[config.mk]
export PLATFORM = sky130hd
export DESIGN_NAME = beep_code_seq
export DESIGN_NICKNAME = d
export VERILOG_FILES = /design/src/rtl/bcs_pkg.sv /design/src/rtl/bcs_rst_sync.sv /design/src/rtl/bcs_capture.sv /design/src/rtl/bcs_timer.sv /design/src/rtl/bcs_fsm.sv /design/src/rtl/beep_code_seq.sv
export SDC_FILE = /design/constraint.sdc
export NUM_CORES = 1
export LEC_CHECK = 0
export BUFFER_PORTS_ARGS = -buffer_cell sky130_fd_sc_hd__buf_2
export CAP_MARGIN = 40
export CORE_ASPECT_RATIO = 1.75
export CORE_MARGIN = 3
export CORE_UTILIZATION = 40
export DETAILED_ROUTE_END_ITERATION = 8
export PLACE_DENSITY = 0.66
export SLEW_MARGIN = 25
export SYNTH_ARGS = -nofsm -noshare
export SYNTH_HDL_FRONTEND = slang
export SYNTH_HIERARCHICAL = 1
export SYNTH_SLANG_ARGS = --single-unit
[constraint.sdc]
create_clock -name clk -period 2.2 [get_ports clk]
set_input_delay 0.44 -clock clk [delete_from_list [all_inputs] [get_ports clk]]
set_output_delay 0.44 -clock clk [all_outputs]
set_load 0.02 [all_outputs]
[src/rtl/bcs_pkg.sv]
package bcs_pkg;
  localparam int CP_W   = 8;
  localparam int FLD_W  = 2;
  localparam int GRP_N  = CP_W / FLD_W;
  localparam int GRP_W  = $clog2(GRP_N);
  localparam int BEAT_W = FLD_W + 1;

  typedef enum logic [2:0] {
    ST_IDLE,
    ST_ON,
    ST_OFF,
    ST_GAP,
    ST_PAUSE
  } bcs_state_e;

  // Checkpoints that are announced on the speaker.
  function automatic logic cp_audible(input logic [CP_W-1:0] cp);
    case (cp)
      8'h16, 8'h20, 8'h22, 8'h28, 8'h2C: return 1'b1;
      default:                           return 1'b0;
    endcase
  endfunction

  // Checkpoints after which firmware never continues.
  function automatic logic cp_halting(input logic [CP_W-1:0] cp);
    return (cp == 8'h28) || (cp == 8'h2C);
  endfunction
endpackage

[src/rtl/bcs_rst_sync.sv]
module bcs_rst_sync (
  input  logic clk,
  input  logic arst_n,
  output logic srst_n
);
  logic [1:0] sync_q;

  always_ff @(posedge clk or negedge arst_n) begin
    if (!arst_n) sync_q <= 2'b00;
    else         sync_q <= {sync_q[0], 1'b1};
  end

  assign srst_n = sync_q[1];
endmodule

[src/rtl/bcs_capture.sv]
module bcs_capture
  import bcs_pkg::*;
(
  input  logic            clk,
  input  logic            rst_n,
  input  logic            wr_en,
  input  logic [CP_W-1:0] wr_data,
  output logic [CP_W-1:0] cp_q,
  output logic            wr_go,
  output logic            held_go
);
  logic [CP_W-1:0] cp_d;
  logic            cp_en;

  always_comb begin
    cp_en = wr_en;
    cp_d  = wr_data;
  end

  always_ff @(posedge clk or negedge rst_n) begin
    if (!rst_n)     cp_q <= '0;
    else if (cp_en) cp_q <= cp_d;
  end

  assign wr_go   = wr_en & cp_audible(wr_data);
  assign held_go = cp_audible(cp_q);
endmodule

[src/rtl/bcs_timer.sv]
module bcs_timer #(
  parameter int CNT_W = 8
) (
  input  logic             clk,
  input  logic             rst_n,
  input  logic             load,
  input  logic [CNT_W-1:0] load_val,
  output logic             expired
);
  logic [CNT_W-1:0] cnt_q, cnt_d;
  logic             cnt_en;

  always_comb begin
    cnt_en = load || (cnt_q != '0);
    if (load) cnt_d = load_val;
    else      cnt_d = cnt_q - 1'b1;
  end

  always_ff @(posedge clk or negedge rst_n) begin
    if (!rst_n)      cnt_q <= '0;
    else if (cnt_en) cnt_q <= cnt_d;
  end

  assign expired = (cnt_q == '0);
endmodule

[src/rtl/bcs_fsm.sv]
module bcs_fsm
  import bcs_pkg::*;
#(
  parameter int ON_CYC    = 4,
  parameter int OFF_CYC   = 2,
  parameter int GAP_CYC   = 6,
  parameter int PAUSE_CYC = 10,
  parameter int CNT_W     = 4
) (
  input  logic             clk,
  input  logic             rst_n,
  input  logic             wr_go,
  input  logic [CP_W-1:0]  wr_data,
  input  logic [CP_W-1:0]  cp_q,
  input  logic             held_go,
  input  logic             fatal_in,
  input  logic             tmr_expired,
  output logic             tmr_load,
  output logic [CNT_W-1:0] tmr_val,
  output logic             spk_gate,
  output logic             busy
);
  localparam logic [CNT_W-1:0] ON_LD    = CNT_W'(ON_CYC - 1);
  localparam logic [CNT_W-1:0] OFF_LD   = CNT_W'(OFF_CYC - 1);
  localparam logic [CNT_W-1:0] GAP_LD   = CNT_W'(GAP_CYC - 1);
  localparam logic [CNT_W-1:0] PAUSE_LD = CNT_W'(PAUSE_CYC - 1);
  localparam logic [GRP_W-1:0] GRP_LAST = GRP_W'(GRP_N - 1);

  bcs_state_e        state_q, state_d;
  logic [GRP_W-1:0]  grp_q, grp_d;
  logic [BEAT_W-1:0] beat_q, beat_d;
  logic [CP_W-1:0]   play_q, play_d;
  logic [CP_W-1:0]   pcode_q, pcode_d;
  logic              pend_q, pend_d;
  logic              halt_q, halt_d;
  logic              start;
  logic              play_en, pcode_en;
  logic [BEAT_W-1:0] dig_arr [GRP_N];
  logic [BEAT_W-1:0] digit;

  // One-based digit of each group, most significant field first.
  for (genvar gi = 0; gi < GRP_N; gi++) begin : g_digit
    assign dig_arr[gi] = {1'b0, play_q[CP_W-1-FLD_W*gi -: FLD_W]} + BEAT_W'(1);
  end
  assign digit = dig_arr[grp_q];

  always_comb begin
    state_d  = state_q;
    grp_d    = grp_q;
    beat_d   = beat_q;
    play_d   = play_q;
    pcode_d  = pcode_q;
    pend_d   = pend_q;
    halt_d   = halt_q | fatal_in;
    tmr_load = 1'b0;
    tmr_val  = ON_LD;
    start    = 1'b0;
    case (state_q)
      ST_IDLE: begin
        pend_d = 1'b0;
        if (wr_go) begin
          start  = 1'b1;
          play_d = wr_data;
          halt_d = halt_d | cp_halting(wr_data);
        end else if (fatal_in && held_go) begin
          start  = 1'b1;
          play_d = cp_q;
        end
      end
      ST_ON: begin
        if (tmr_expired) begin
          state_d  = ST_OFF;
          tmr_load = 1'b1;
          tmr_val  = OFF_LD;
        end
      end
      ST_OFF: begin
        if (tmr_expired) begin
          tmr_load = 1'b1;
          if (beat_q < digit) begin
            beat_d  = beat_q + 1'b1;
            state_d = ST_ON;
            tmr_val = ON_LD;
          end else if (grp_q != GRP_LAST) begin
            state_d = ST_GAP;
            tmr_val = GAP_LD;
          end else begin
            state_d = ST_PAUSE;
            tmr_val = PAUSE_LD;
          end
        end
      end
      ST_GAP: begin
        if (tmr_expired) begin
          grp_d    = grp_q + 1'b1;
          beat_d   = BEAT_W'(1);
          state_d  = ST_ON;
          tmr_load = 1'b1;
          tmr_val  = ON_LD;
        end
      end
      ST_PAUSE: begin
        if (tmr_expired) begin
          if (halt_q || fatal_in) begin
            start = 1'b1;
          end else if (wr_go) begin
            start  = 1'b1;
            play_d = wr_data;
            halt_d = halt_d | cp_halting(wr_data);
            pend_d = 1'b0;
          end else if (pend_q) begin
            start  = 1'b1;
            play_d = pcode_q;
            halt_d = halt_d | cp_halting(pcode_q);
            pend_d = 1'b0;
          end else begin
            state_d = ST_IDLE;
            pend_d  = 1'b0;
          end
        end
      end
      default: state_d = ST_IDLE;
    endcase
    if (state_q != ST_IDLE && wr_go && !start) begin
      pend_d  = 1'b1;
      pcode_d = wr_data;
    end
    if (start) begin
      state_d  = ST_ON;
      grp_d    = '0;
      beat_d   = BEAT_W'(1);
      tmr_load = 1'b1;
      tmr_val  = ON_LD;
    end
    play_en  = start;
    pcode_en = (pcode_d != pcode_q);
  end

  always_ff @(posedge clk or negedge rst_n) begin
    if (!rst_n) begin
      state_q <= ST_IDLE;
      grp_q   <= '0;
      beat_q  <= '0;
      pend_q  <= 1'b0;
      halt_q  <= 1'b0;
    end else begin
      state_q <= state_d;
      grp_q   <= grp_d;
      beat_q  <= beat_d;
      pend_q  <= pend_d;
      halt_q  <= halt_d;
    end
  end

  always_ff @(posedge clk or negedge rst_n) begin
    if (!rst_n)       play_q <= '0;
    else if (play_en) play_q <= play_d;
  end

  always_ff @(posedge clk or negedge rst_n) begin
    if (!rst_n)        pcode_q <= '0;
    else if (pcode_en) pcode_q <= pcode_d;
  end

  assign spk_gate = (state_q == ST_ON);
  assign busy     = (state_q != ST_IDLE);
endmodule

[src/rtl/beep_code_seq.sv]
module beep_code_seq
  import bcs_pkg::*;
#(
  parameter int ON_CYC    = 4,
  parameter int OFF_CYC   = 2,
  parameter int GAP_CYC   = 6,
  parameter int PAUSE_CYC = 10
) (
  input  logic       clk,
  input  logic       rst_n,
  input  logic       wr_en,
  input  logic [7:0] wr_data,
  input  logic       fatal_in,
  output logic       spk_gate,
  output logic       busy,
  output logic [7:0] cp_latched
);
  localparam int MAX_A   = (ON_CYC > OFF_CYC) ? ON_CYC : OFF_CYC;
  localparam int MAX_B   = (GAP_CYC > PAUSE_CYC) ? GAP_CYC : PAUSE_CYC;
  localparam int MAX_CYC = (MAX_A > MAX_B) ? MAX_A : MAX_B;
  localparam int CNT_W   = $clog2(MAX_CYC + 1);

  logic             srst_n;
  logic             wr_go, held_go;
  logic             tmr_load, tmr_expired;
  logic [CNT_W-1:0] tmr_val;

  bcs_rst_sync u_rst (
    .clk    (clk),
    .arst_n (rst_n),
    .srst_n (srst_n)
  );

  bcs_capture u_cap (
    .clk     (clk),
    .rst_n   (srst_n),
    .wr_en   (wr_en),
    .wr_data (wr_data),
    .cp_q    (cp_latched),
    .wr_go   (wr_go),
    .held_go (held_go)
  );

  bcs_timer #(.CNT_W(CNT_W)) u_tmr (
    .clk      (clk),
    .rst_n    (srst_n),
    .load     (tmr_load),
    .load_val (tmr_val),
    .expired  (tmr_expired)
  );

  bcs_fsm #(
    .ON_CYC    (ON_CYC),
    .OFF_CYC   (OFF_CYC),
    .GAP_CYC   (GAP_CYC),
    .PAUSE_CYC (PAUSE_CYC),
    .CNT_W     (CNT_W)
  ) u_fsm (
    .clk         (clk),
    .rst_n       (srst_n),
    .wr_go       (wr_go),
    .wr_data     (wr_data),
    .cp_q        (cp_latched),
    .held_go     (held_go),
    .fatal_in    (fatal_in),
    .tmr_expired (tmr_expired),
    .tmr_load    (tmr_load),
    .tmr_val     (tmr_val),
    .spk_gate    (spk_gate),
    .busy        (busy)
  );
endmodule

==> flow_metrics.py <==
metrics = {
    "logic_synthesis": {
        "ys_async_sr_fraction_pct": 100,
        "synth_seq_cells": 40,
        "yosysWarnings": 6,
        "synth_edf_count": 0,
        "synth_nets": 239,
        "synth-seq-area-share_pct": 41.2,
        "avgSynthCellArea_um2": 11.1,
        "netlist_area_um2": 2430,
        "ys_types": 56,
        "netlist_instances": 218,
        "synth_flop_cell": "dfrtp_1",
    },
    "setup_path": {
        "reg2reg_slack_ps": -170,
        "cp-end-kind": "flip-flop",
        "path_class": "reg -> reg",
        "r2r-end": "u_tmr/cnt_q[3]",
        "cp_max_fo": 5,
        "worstSetupStartpointType": "flip-flop",
        "rr_worst_depth": 8,
        "required_ps": 2390,
        "reg2reg_from": "u_cap/cp_q[3]",
        "critical_path_arrival_ps": 2550,
    },
    "grt": {
        "grt_overflow": 0,
        "grt_usage_pct": 17.7,
        "grt_pass1_vias": 2003,
        "grt_max_degree": 36,
        "grt_pass1_wl_um": 9520,
        "antenna_found_initial": 0,
    },
    "cts": {
        "clk_latency_ps": 300,
        "numCtsBuffers": 5,
        "clkTransAtPathRegs_ps": 80,
        "cts_root_buf": "clkbuf_8",
        "htreeDepth": 2,
        "clock_sinks": 40,
        "cts_tree": "yes",
        "clock_path_buffers": 2,
    },
    "final_layout": {
        "nets": 306,
        "fin_util_pct": 54.1,
        "layout-drive-gt1-share_pct": 49.0,
        "mostFrequentLayoutCells": "46 x buf_4, 37 x dfrtp_1, 22 x nand2_1",
        "n_fill_cell": 534,
        "diodes": 0,
        "layout_commonest_cell": "buf_4",
        "area_delta_synth_final_pct": 30.8,
    },
    "power_and_ir_drop": {
        "p_leak_uw": 0.00148,
        "p_comb_share_pct": 51.2,
        "p_switching_uw": 1300,
        "power_density_nw_per_um2": 1110,
        "p_sw_share_pct": 36.9,
        "ir_drop_mv": 0.549,
        "internal-power_uw": 2230,
        "p_seq_share_pct": 32.0,
        "p_clk_share_pct": 16.7,
    },
    "route": {
        "vias": 1920,
        "via_per_inst": 5.27,
        "drt-initial-drc-count": 84,
        "avgRoutedWirePerCell_um": 15.7,
        "routed_wirelength_um": 5700,
        "final_antenna_net_count": 0,
        "drc": 0,
        "drtPass1Iterations": 4,
    },
    "floorplan": {
        "io_pins": 22,
        "fp-row-count": 37,
        "start_util_pct": 41.3,
        "core_area_um2": 5880,
        "die_height_um": 109,
        "die_x_um": 64.9,
        "fp.dieArea_um2": 7080,
    },
    "sta": {
        "rsz0062_at_grt": "true",
        "fin_worst_skew_ps": 11.9,
        "slew_violations": 0,
        "fin_crit_sh_pct": 108,
        "post-route-min-period_ps": 2370,
        "hold_viol": 0,
        "finalSetupViolCount": 14,
        "max_freq_mhz": 423,
        "fin_tns_setup_ps": -1770,
        "final.setup.worst_slack_ps": -166,
    },
    "place": {
        "dpl.hpwl_um": 4470,
        "port_buffers": 21,
        "globalplace.congestion": 0.884,
    },
    "run_status": {
        "violations": "setup timing",
        "status": "finished with violations",
    },
    "min_path": {
        "hold_path.class": "reg -> async",
    },
    "flow_run": {
        "drv_cap": 0,
    },
}
==> sequential cells by signal, indices dropped and copies added (netlist names) <==
name / cells
u_cap/cp_q: 8
u_fsm/pcode_q: 8
u_fsm/play_q: 8
u_tmr/cnt_q: 4
u_fsm/beat_q: 3
u_fsm/state_q: 3
u_fsm/grp_q: 2
u_rst/sync_q: 2
u_fsm/halt_q: 1
u_fsm/pend_q: 1
==> cells in the mapped netlist, types with 4 or more instances <==
cell type / instances / area share (%)
o21ai_0: 13 / 2.7
nor2_1: 7 / 1.1
mux2_4: 9 / 5.6
clkbuf_1: 5 / 0.77
buf_6: 4 / 1.9
mux2_2: 16 / 7.4
ha_1: 9 / 4.6
nand2_1: 24 / 3.7
mux2i_1: 12 / 4.9
inv_1: 6 / 0.93
a21oi_1: 10 / 2.1
nor3_1: 7 / 1.4
dfrtp_1: 40 / 41
==> critical path, stage by stage (launching register included) <==
cell       delay (ps)
dfrtp_2           410
or4b_4            550
a2111oi_4         420
a21oi_2           140
nor2_4            130
buf_4             130
a21o_4            120
nor3_2             50
a221o_1           310
==> cell type report <==
| cell class | count | area (um^2) | area share [%] |
|---|---|---|---|
| Timing Repair Buffer | 72 | 505 | 15.9 |
| Tap cell | 78 | 97.6 | 3.07 |
| Clock inverter | 2 | 35.0 | 1.10 |
| Inverter | 7 | 26.3 | 0.827 |
| Sequential cell | 40 | 1000 | 31.6 |
| Clock buffer | 6 | 72.6 | 2.28 |
| Multi-Input combinational cell | 159 | 1440 | 45.2 |
==> stage by stage <==
| step | worst slack (ps) | cells | hold WS [ps] | total power [uW] | cell area, um^2 |
|---|---|---|---|---|---|
| 6_report | -166 | 364 | 55.4 | 3530 | 3180 |
| 3_5_place_dp | -321 | 353 | 56.5 | 2730 | 2940 |
| 4_1_cts | -160 | 362 | 59.8 | 3440 | 3100 |
| 5_1_grt | -260 | 364 | 64.6 | 3770 | 3180 |
| 2_1_floorplan | -99.7 | 218 | 144 | 2160 | 2480 |
| 3_3_place_gp | -294 | 353 | 47.9 | 2690 | 2940 |
==> metal layers <==
metal	vias up	share of wire, %	global-route usage [%]
met5	-	0	0
met4	0	3.9	10.7
met1	940	37	18.4
met3	13	2.1	2.47
met2	35	57	32.7
li1	932	-	-
==> cell families (layout without fill, tap and decap cells) <==
logic type,count (synthesis),in the layout,share of synthesized area [%]
muxes,40,40,20.4
xor gates and xnor gates,2,2,0.721
other,2,2,0.309
adders and majority gates,9,9,4.63
DFF,40,40,41.2
AOI/OAI and AO/OA,43,43,13.2
buffers and inverters,19,87,4.43
and+or+nand+nor,63,63,15.1
==> worst max-delay path by stage <==
stage	start	endpoint	slack (ps)	cells past startpoint
after floorplan	u_cap/cp_q[2]	u_fsm/play_q[0]	-100	9
after global placement	wr_data[0]	u_tmr/cnt_q[3]	-290	9
after detailed placement	wr_data[0]	u_tmr/cnt_q[3]	-320	9
after CTS	u_cap/cp_q[2]	u_fsm/play_q[4]	-160	8
after global routing	u_cap/cp_q[3]	u_fsm/play_q[4]	-260	7
final	u_cap/cp_q[3]	u_tmr/cnt_q[3]	-170	8
==> power groups by stage <==
stage	combinational (uW)	clock [uW]	sequential, uW
4_1_cts	1710	610	1120
5_1_grt	1970	638	1160
3_5_place_dp	1600	0	1130
2_1_floorplan	1050	0	1110
6_report	1810	590	1130
3_3_place_gp	1570	0	1120
==> timing repair <==
action	CTS	global route
pin swaps	4	9
resized for setup	10	15
endpoints found under the setup margin	16	18
hold buffers	1	0
endpoints found under the hold margin	2	0
buffers inserted	0	3
No activity file was read; power rests on OpenSTA's default activity.
